==> src/rtl/ovht_pkg.sv <==
package ovht_pkg;
  typedef enum logic [1:0] {
    ST_WAIT = 2'd0,
    ST_FOT  = 2'd1,
    ST_ROT  = 2'd2
  } ovht_state_e;
endpackage

==> src/rtl/ovht_tick_div.sv <==
module ovht_tick_div #(
  parameter int DIV = 4
) (
  input  logic clk,
  input  logic rst,
  output logic tick
);
  localparam int CNT_W = (DIV > 2) ? $clog2(DIV) : 1;

  logic [CNT_W-1:0] cnt_q;

  always_ff @(posedge clk) begin
    if (rst) begin
      cnt_q <= '0;
      tick  <= 1'b0;
    end else begin
      cnt_q <= (cnt_q == CNT_W'(DIV - 1)) ? '0 : cnt_q + 1'b1;
      tick  <= (cnt_q == CNT_W'(DIV - 2));
    end
  end

  // enable pulse is one input clock wide
  a_r1_tick_single: assert property (@(posedge clk) disable iff (rst)
    tick |=> !tick);
endmodule

==> src/rtl/ovht_down_cnt.sv <==
module ovht_down_cnt #(
  parameter int W = 11
) (
  input  logic         clk,
  input  logic         rst,
  input  logic         step,
  input  logic         load,
  input  logic [W-1:0] load_val,
  output logic [W-1:0] rem,
  output logic         is_zero,
  output logic         is_one
);
  always_ff @(posedge clk) begin
    if (rst) begin
      rem <= '0;
    end else if (load) begin
      rem <= load_val;
    end else if (step && (rem != '0)) begin
      rem <= rem - 1'b1;
    end
  end

  assign is_zero = (rem == '0);
  assign is_one  = (rem == W'(1));

  // a running count only moves downward and never wraps
  a_r9_no_wrap: assert property (@(posedge clk) disable iff (rst)
    (!load && (rem == '0)) |=> (rem == '0));
endmodule

==> src/rtl/ovht_timer.sv <==
module ovht_timer
  import ovht_pkg::*;
#(
  parameter int FT_W        = 8,
  parameter int RT_W        = 8,
  parameter int REDUCED_LEN = 9,
  parameter int DIV         = 4
) (
  input  logic            clk,
  input  logic            rst,
  input  logic            frame_req,
  input  logic            row_req,
  input  logic [FT_W-1:0] frame_timer,
  input  logic [RT_W-1:0] row_timer,
  input  logic            reduced_mode,
  output logic            sen_tick,
  output logic            mem_ctrl,
  output logic            row_clk,
  output logic            line_sync,
  output logic            frame_flag,
  output logic            row_flag
);
  localparam int FL_W = FT_W + 2;
  localparam int RL_W = RT_W + 1;
  localparam int CW   = ((FL_W > RL_W) ? FL_W : RL_W) + 1;

  ovht_state_e   state_q;
  logic          pend_f_q, pend_r_q;
  logic          frame_go, row_go, fot_done;
  logic          cnt_load, cnt_zero, cnt_one;
  logic [CW-1:0] cnt_val, cnt_rem, fot_m1, rot_m1;

  ovht_tick_div #(.DIV(DIV)) u_div (
    .clk  (clk),
    .rst  (rst),
    .tick (sen_tick)
  );

  // interval length minus one, sampled only when an interval starts
  always_comb begin
    fot_m1 = (frame_timer == '0) ? '0
           : (({{(CW-FT_W){1'b0}}, frame_timer}) << 2) - CW'(1);
    rot_m1 = reduced_mode ? CW'(REDUCED_LEN - 1)
           : {{(CW-RT_W){1'b0}}, row_timer} + CW'(1);
  end

  always_comb begin
    frame_go = sen_tick && (state_q == ST_WAIT) && (frame_req || pend_f_q);
    row_go   = sen_tick && (state_q == ST_WAIT) && !frame_go && (row_req || pend_r_q);
    fot_done = sen_tick && (state_q == ST_FOT) && cnt_zero;
    cnt_load = frame_go || row_go || fot_done;
    cnt_val  = frame_go ? fot_m1 : rot_m1;
  end

  ovht_down_cnt #(.W(CW)) u_cnt (
    .clk      (clk),
    .rst      (rst),
    .step     (sen_tick),
    .load     (cnt_load),
    .load_val (cnt_val),
    .rem      (cnt_rem),
    .is_zero  (cnt_zero),
    .is_one   (cnt_one)
  );

  // request capture: only while idle, cleared by any accepted start
  always_ff @(posedge clk) begin
    if (rst) begin
      pend_f_q <= 1'b0;
      pend_r_q <= 1'b0;
    end else if (frame_go || row_go) begin
      pend_f_q <= 1'b0;
      pend_r_q <= 1'b0;
    end else if (state_q == ST_WAIT) begin
      pend_f_q <= pend_f_q || frame_req;
      pend_r_q <= pend_r_q || row_req;
    end
  end

  always_ff @(posedge clk) begin
    if (rst) begin
      state_q    <= ST_WAIT;
      mem_ctrl   <= 1'b1;
      row_clk    <= 1'b0;
      line_sync  <= 1'b0;
      frame_flag <= 1'b0;
      row_flag   <= 1'b0;
    end else if (sen_tick) begin
      row_clk <= 1'b0;
      unique case (state_q)
        ST_WAIT: begin
          if (frame_go) begin
            state_q    <= ST_FOT;
            mem_ctrl   <= 1'b0;
            frame_flag <= (fot_m1 != '0);
          end else if (row_go) begin
            state_q  <= ST_ROT;
            row_clk  <= 1'b1;
            row_flag <= 1'b1;
          end
        end
        ST_FOT: begin
          if (cnt_zero) begin
            state_q    <= ST_ROT;
            mem_ctrl   <= 1'b1;
            frame_flag <= 1'b0;
            row_clk    <= 1'b1;
            row_flag   <= 1'b1;
          end else begin
            frame_flag <= !cnt_one;
          end
        end
        ST_ROT: begin
          if (cnt_zero) begin
            state_q   <= ST_WAIT;
            line_sync <= 1'b0;
            row_flag  <= 1'b0;
          end else begin
            row_flag  <= !cnt_one;
            line_sync <= cnt_one;
          end
        end
        default: state_q <= ST_WAIT;
      endcase
    end
  end

  // nothing moves between sensor ticks
  a_r1_hold_between_ticks: assert property (@(posedge clk) disable iff (rst)
    !sen_tick |=> $stable({mem_ctrl, row_clk, line_sync, frame_flag, row_flag}));
  // frame status only while memory-control is low
  a_r4_flag_inside_fot: assert property (@(posedge clk) disable iff (rst)
    frame_flag |-> !mem_ctrl);
  // the two status flags never overlap
  a_r6_flags_exclusive: assert property (@(posedge clk) disable iff (rst)
    !(frame_flag && row_flag));
  // end of frame overhead launches a row clock
  a_r5_rowclk_at_fot_end: assert property (@(posedge clk) disable iff (rst)
    $rose(mem_ctrl) |-> row_clk);
  // line sync only after row flag has dropped
  a_r6_sync_last_tick: assert property (@(posedge clk) disable iff (rst)
    line_sync |-> !row_flag);
  // frame start carries no row activity
  a_r3_clean_fot_start: assert property (@(posedge clk) disable iff (rst)
    $fell(mem_ctrl) |-> (!row_flag && !row_clk && !line_sync));
endmodule

==> config.mk <==
export PLATFORM = sky130hd
export DESIGN_NAME = ovht_timer
export DESIGN_NICKNAME = d
export VERILOG_FILES = /design/src/rtl/ovht_pkg.sv /design/src/rtl/ovht_tick_div.sv /design/src/rtl/ovht_down_cnt.sv /design/src/rtl/ovht_timer.sv
export SDC_FILE = /design/constraint.sdc
export NUM_CORES = 1
export LEC_CHECK = 0
export ABC_AREA = 1
export BUFFER_PORTS_ARGS = -buffer_cell sky130_fd_sc_hd__buf_4
export CAP_MARGIN = 20
export CELL_PAD_IN_SITES_DETAIL_PLACEMENT = 0
export CELL_PAD_IN_SITES_GLOBAL_PLACEMENT = 1
export CORE_MARGIN = 5
export CORE_UTILIZATION = 39
export DETAILED_ROUTE_END_ITERATION = 6
export PLACE_DENSITY = 0.82
export SYNTH_ARGS = -nofsm -noshare
export SYNTH_HDL_FRONTEND = slang
export SYNTH_SLANG_ARGS = --single-unit
==> constraint.sdc <==
create_clock -name clk -period 2 [get_ports clk]
set_input_delay 0 -clock clk [delete_from_list [all_inputs] [get_ports clk]]
set_output_delay 0 -clock clk [all_outputs]
set_load 0.1 [all_outputs]
### Yosys cells after proc, flatten, opt, wreduce, memory -nomap -nowiden

Index checks and enable logic that the tools add are counted.

* input port bits: 21
* register bits: 23

* add/sub/neg operators: 4
* reduce and logical (&&, ||, !) cells: 28
* equality and inequality tests: 11
* mux-type cells: 24

Operator list (count)
* $mux 11: 4
* $reduce_bool 11->1: 2
* $eq 11x1->1 const B: 1
* $logic_not 11->1: 1
* $sub 10x1->11 const B: 1
* $sub 11x1->11 const B: 1
* $mux 1: 10
* $ne 2x2->1 const B: 5
* $add 8x1->9 const B: 1
* $mux 9: 1
* $logic_not 8->1: 1
* $mux 2: 4
* $reduce_and 4->1: 2
* $logic_and 1x1->1: 7
* $eq 2x2->1 const B: 3
* $pmux 1 s2: 3
* $pmux 2 s3: 1
* $reduce_and 5->1: 1
* $logic_or 1x1->1: 4
* $reduce_bool 2->1: 2
* $reduce_or 2->1: 2
* $ne 3x3->1 const B: 1
* $pmux 1 s3: 1
* $reduce_and 3->1: 1
* 6 further kinds: 7

### Longest topological paths before layout

* word-level depth: 9
* depth in mapped cells: 11

### Cells and area by module

From an unflattened synthesis, not the netlist that was laid out.

* cells, all modules: 290
* area total of the unflattened synthesis: 1754.2 µm²

By module, submodules not included
* ovht_timer: area each 830.8 µm², cells each 144, times used 1
* ovht_down_cnt: area each 808.3 µm², cells each 133, times used 1
* ovht_tick_div: area each 115.1 µm², cells each 13, times used 1

### Least setup slack after synthesis

Ideal clock, no wire load.

* kind: reg2reg
* start point: reg u_div.tick
* end point: reg u_cnt.rem[9]
* data arrival time: 2.081 ns
* data required time: 1.889 ns
* stages on the path, launching flop included: 10
* library setup time: 0.111 ns
* path slack: -0.192 ns
* cells stage by stage: dfxtp_1 -> inv_1 -> nor2_1 -> nand3_4 -> nand2_4 -> inv_1 -> nand2_1 -> nand2_1 -> nor2_1 -> nor2_1

* longest elaborated chain between the ends: 8
* elaborated cells between the ends (all ways): 13
* those cells by class: 2 x mux; 11 x reduce/logical

RTL lines
* from (decl): RTL line ovht_tick_div.sv:6 `output logic tick`
* from (signal assigned): RTL line ovht_tick_div.sv:18 `tick <= (cnt_q == CNT_W'(DIV - 2));`
* $logic_and 1x1->1: RTL line ovht_timer.sv:48, ovht_timer.sv:49
* $logic_and 1x1->1: RTL line ovht_timer.sv:48 `frame_go = sen_tick && (state_q == ST_WAIT) && (frame_req || pend_f_q);`
* $logic_not 1->1: RTL line ovht_timer.sv:49 `row_go = sen_tick && (state_q == ST_WAIT) && !frame_go && (row_req || pend_r_q);`
* $logic_and 1x1->1 (2 in a row): RTL line ovht_timer.sv:49
* $logic_or 1x1->1 (2 in a row): RTL line ovht_timer.sv:51 `cnt_load = frame_go || row_go || fot_done;`
* $mux 11 / $reduce_bool 2->1 (equally long branches)
* to (signal assigned): RTL line ovht_down_cnt.sv:17 `rem <= load_val;`
* to (signal assigned): RTL line ovht_down_cnt.sv:19 `rem <= rem - 1'b1;`
* to (decl): RTL line ovht_down_cnt.sv:9 `output logic [W-1:0] rem,`

Several ways; a longest one is shown, not always the timed one.
A chain may end at the register's enable or synchronous reset.

### Worst setup path in the final report

* start point: reg u_cnt.rem[0]
* end point: reg u_cnt.rem[9]

* longest elaborated chain between the ends: 4
* elaborated cells between the ends (all ways): 9
* those cells by class: 1 x add/sub; 2 x mux; 6 x reduce/logical

RTL lines
* parallel branches: the longest is 4 deep, another holds $sub 11x1->11

Several ways; the timed one is not identified. The select of a mux whose other input is x is not followed.

==> results.txt <==
- Detailed-route DRC error count: 0
- Wire length of the first global-routing pass: roughly 8100 um
- Standard-cell row count: 25
- Routability-driven placement finished with a final weighted congestion of 0.901.
- Along the worst path, the maximum fanout reaches 14.
* Register bit count reported by yosys: 23
- TritonCTS clock tree: built
* Relative contribution of combinational cells to total power: 0.445
- Internal power consumption: 0.891 mW
- Entering global routing, the biggest net connects 17 pins.
- The worst setup path is of the flip-flop to flip-flop kind.
- During placement, the flow inserted port buffers numbering 26.
- Setup slack closes at approximately 200 ps.
- Vias in the first global route: 1855
- Cell Area, Placed: about 2100 um2
* Die span in y: 78.6 um
- The die covers between 6000 and 7000 um2.
- Remaining Overflow, GRT: 0
- Number of H-tree levels: 1
* PD cells: about 700 nW/um2
- Antenna diodes: 0
- Across the routed clock network, the largest skew measured is around 6 ps.
- Share of synthesized area occupied by flip-flops and latches: 0.251
- Clock Root Buffer: sky130_fd_sc_hd__clkbuf_8
* Synthesized cell area: roughly 1800 um2
- Syn avg cell area: a little under 6 um2
- The number of max-slew violations in the final report was 0.
- Worst hold path type: input pin to flip-flop
* Final period demand of the worst path: 1800 ps
* Syn Nets: between 300 and 400
- Cells taking the most area after synthesis: sky130_fd_sc_hd__dfxtp_1, sky130_fd_sc_hd__nand2_1, sky130_fd_sc_hd__inv_1
* Hold Slack: 82.6 ps
* Fraction of power spent switching nets: 0.417
- The first routing iteration left between 90 and 100 violations.
* Min-Delay Startpoint: row_timer[0]
- Of the total power, registers draw 0.351.
- The routed layout has slightly below 2k vias.
* Number of warnings issued by yosys: 0
- The count of final hold-check violations is 0.
- Post-CTS setup buffers: 0
- Final core utilization: 0.467
- Transition at the pin with the smallest max-transition slack: 530 ps
- Before CTS, the worst setup slack after placement is around 98 ps.
- Share of the synthesized area in the top cell type: 0.251
* Fin area: ~2200 um2
- The synthesized design spends more area on one cell type than any other, namely sky130_fd_sc_hd__dfxtp_1.
* Worst slew margin relative to its limit: 0.646
- Number of instances in the synthesized netlist: 311
* Count of final setup violators: 0
* Total GRT Usage: 0.164
- Synthesis instantiated 27 different standard cells from the library.
- For this design, the sink count on the clock tree is 23.
- Wire length per cell: between 10 and 15 um
* Initial core utilization: 0.394
- The worst-case IR drop observed on VDD is between 300 and 400 uV.
* Nets@finish: 370
- Final HPWL from detailed placement: ~3800 um
- The flow ran to the end, and the final reports show no timing, DRC or antenna violations.
* Number of top-level design ports: 27
* Vias per cell: about 5
- For this design the static power due to leakage is ~1.1 nW.
* Clock Tree Buf Depth: 2
- Aggregate negative setup slack: 0 ps
- For the worst-skew pair, the clock arrives at the later sink with an insertion delay of between 200 and 300 ps.
- The region available for standard cell placement spans 4660 um2.
* Category of the worst setup path capture point: flip-flop
- Worst-path clk slew: approximately 90 ps
* Placed instance count: slightly below 400
* Residual antenna-violating net count after detailed routing: 0
* Number of buffers created by CTS: 3
- Overall power consumption after layout is estimated at about 1.5 mW.
- Fraction of the cycle the final worst path needs: 0.900
- Critical Path Source Type: flip-flop
- In this run the horizontal extent of the chip is approximately 79 um.
- STA puts the critical path data arrival time at approximately 2000 ps.
* Data required time of the critical path: around 2200 ps
- Startpoint of the lowest-slack register-to-register path: u_cnt.rem[0]$_SDFFE_PP0P_
* RSZ-0062 raised after global routing: no
* Routed wire length: ~4700 um
* Signed area change from the synthesized netlist to the final layout: 18.5%
- In this run the power spent charging and discharging nets is approximately 0.64 mW.
* Initial antenna violation count: 0
- In the final layout, the share of cells above drive strength 1 is 0.132.
- Share of power burned in the clock network: 0.203
- Timing would allow up to around 0.56 GHz.
* Worst setup path startpoint: u_cnt.rem[0]$_SDFFE_PP0P_
* Final Instance Count excl. Fillers: roughly 400
- Across the run, the number of max-cap violations was 0.
* First-pass iteration count of the detailed router: 4
-- kinds of logic after synthesis --
family                     synth area share
buffers and inverters                0.0982
adders and majority gates            0.0409
DFF                                   0.251
xor gates and xnor gates             0.0334
AOI/OAI and AO/OA                     0.111
and+or+nand+nor                       0.466
-- final cells by class --
type | instances | area, um2
fill | 503 | 2490
multi-input combinational | 242 | 1210
sequential | 23 | 462
timing repair buffer | 29 | 225
inverter | 44 | 165
tap | 54 | 67.6
clock buffer | 3 | 41.3
clock inverter | 1 | 7.51
-- metal layers --
metal | vias to the layer above | share of wire | wire (um) | track usage
met5 | - | 0 | 0 | 0
met4 | 0 | 0.012 | 57 | 0.0490
met3 | 6 | 0.032 | 153 | 0.0287
met2 | 31 | 0.48 | 2270 | 0.282
met1 | 893 | 0.47 | 2240 | 0.207
li1 | 1047 | - | - | -
-- Yosys cell counts --
master and n:
sky130_fd_sc_hd__nor2_1 44, sky130_fd_sc_hd__nand3_4 1, sky130_fd_sc_hd__o21ai_4 1, sky130_fd_sc_hd__nand4_1 9, sky130_fd_sc_hd__nor3b_1 1, sky130_fd_sc_hd__nor2_2 3, sky130_fd_sc_hd__nand2_4 2, sky130_fd_sc_hd__a21boi_0 1
sky130_fd_sc_hd__ha_1 6, sky130_fd_sc_hd__xor2_1 7, sky130_fd_sc_hd__inv_1 44, sky130_fd_sc_hd__nand2_2 1, sky130_fd_sc_hd__o21ai_0 13, sky130_fd_sc_hd__nor3_1 3, sky130_fd_sc_hd__nand2_1 102, sky130_fd_sc_hd__dfxtp_1 23
sky130_fd_sc_hd__a31oi_1 1, sky130_fd_sc_hd__o211ai_1 1, sky130_fd_sc_hd__nand3_1 25, sky130_fd_sc_hd__o21bai_1 3, sky130_fd_sc_hd__or2_2 1, sky130_fd_sc_hd__a21oi_2 1, sky130_fd_sc_hd__nor2_8 1, sky130_fd_sc_hd__nor2_4 1
sky130_fd_sc_hd__buf_6 1, sky130_fd_sc_hd__clkbuf_1 1, sky130_fd_sc_hd__a21oi_1 14
-- registers in the layout, summed over array words and instances, names as in the netlist --
signal       count
line_sync        1
mem_ctrl         1
state_q          2
u_div.tick       1
pend_f_q         1
u_cnt.rem       11
pend_r_q         1
u_div.cnt_q      2
row_clk          1
frame_flag       1
row_flag         1
-- worst paths after layout --
kind / endpoint / slack [ps] / depth (start not counted)
setup / recovery: u_cnt.rem[9]$_SDFFE_PP0P_ / 200 / 11
hold / removal: u_cnt.rem[0]$_SDFFE_PP0P_ / 80 / 4
setup reg to reg: u_cnt.rem[9]$_SDFFE_PP0P_ / 200 / 11
hold reg to reg: u_cnt.rem[10]$_SDFFE_PP0P_ / 460 / 2
-- power by group through the flow --
stage | clock network [mW] | logic [mW] | registers (mW)
global route | 0.343 | 0.781 | 0.544
detailed placement | 0 | 0.674 | 0.547
finish | 0.311 | 0.681 | 0.537
floorplan | 0 | 0.500 | 0.566
CTS | 0.324 | 0.684 | 0.537
global placement | 0 | 0.680 | 0.546
-- repair_timing --
| item | CTS | global route |
|---|---|---|
| resized for setup | 0 | 3 |
| setup endpoints to repair | 0 | 9 |
| hold buffers | 3 | 0 |
| endpoints found under the hold margin | 8 | 0 |
-- placed cells by master, fill, tap and decap left out --
master	netlist	layout
sky130_fd_sc_hd__o21bai_1	3	3
sky130_fd_sc_hd__clkinvlp_4	0	1
sky130_fd_sc_hd__a21oi_1	14	14
sky130_fd_sc_hd__nand2_8	0	1
sky130_fd_sc_hd__a21oi_2	1	1
sky130_fd_sc_hd__nor2_8	1	1
sky130_fd_sc_hd__nand2_2	1	1
sky130_fd_sc_hd__clkbuf_8	0	3
sky130_fd_sc_hd__nor2_1	44	44
sky130_fd_sc_hd__or2_2	1	1
sky130_fd_sc_hd__a31oi_1	1	1
sky130_fd_sc_hd__nand2_4	2	1
sky130_fd_sc_hd__inv_1	44	43
sky130_fd_sc_hd__o21ai_0	13	13
sky130_fd_sc_hd__nor2_4	1	1
sky130_fd_sc_hd__ha_1	6	5
sky130_fd_sc_hd__o21ai_4	1	1
sky130_fd_sc_hd__buf_4	0	26
sky130_fd_sc_hd__xor2_1	7	7
sky130_fd_sc_hd__nor3_1	3	3
sky130_fd_sc_hd__inv_2	0	1
sky130_fd_sc_hd__nand4_1	9	9
sky130_fd_sc_hd__nor2_2	3	3
sky130_fd_sc_hd__a21boi_0	1	1
sky130_fd_sc_hd__dfxtp_1	23	22
sky130_fd_sc_hd__nor3b_1	1	1
sky130_fd_sc_hd__ha_2	0	1
sky130_fd_sc_hd__nand2_1	102	102
sky130_fd_sc_hd__nand3_1	25	25
sky130_fd_sc_hd__dfxtp_2	0	1
sky130_fd_sc_hd__o211ai_1	1	1
sky130_fd_sc_hd__nand3_4	1	1
sky130_fd_sc_hd__dlygate4sd3_1	0	3
-- worst max-delay path: stages, from the launching register on --
cell and delay, ps:
sky130_fd_sc_hd__dfxtp_1 350, sky130_fd_sc_hd__inv_2 110, sky130_fd_sc_hd__ha_2 250, sky130_fd_sc_hd__nand2_4 100
sky130_fd_sc_hd__nor2_8 160, sky130_fd_sc_hd__nand3_4 170, sky130_fd_sc_hd__nand2_8 160, sky130_fd_sc_hd__inv_1 110
sky130_fd_sc_hd__nand2_1 100, sky130_fd_sc_hd__nand2_1 60, sky130_fd_sc_hd__nor2_1 80, sky130_fd_sc_hd__nor2_1 40
Note: power is estimated with default switching activity, not from simulation.
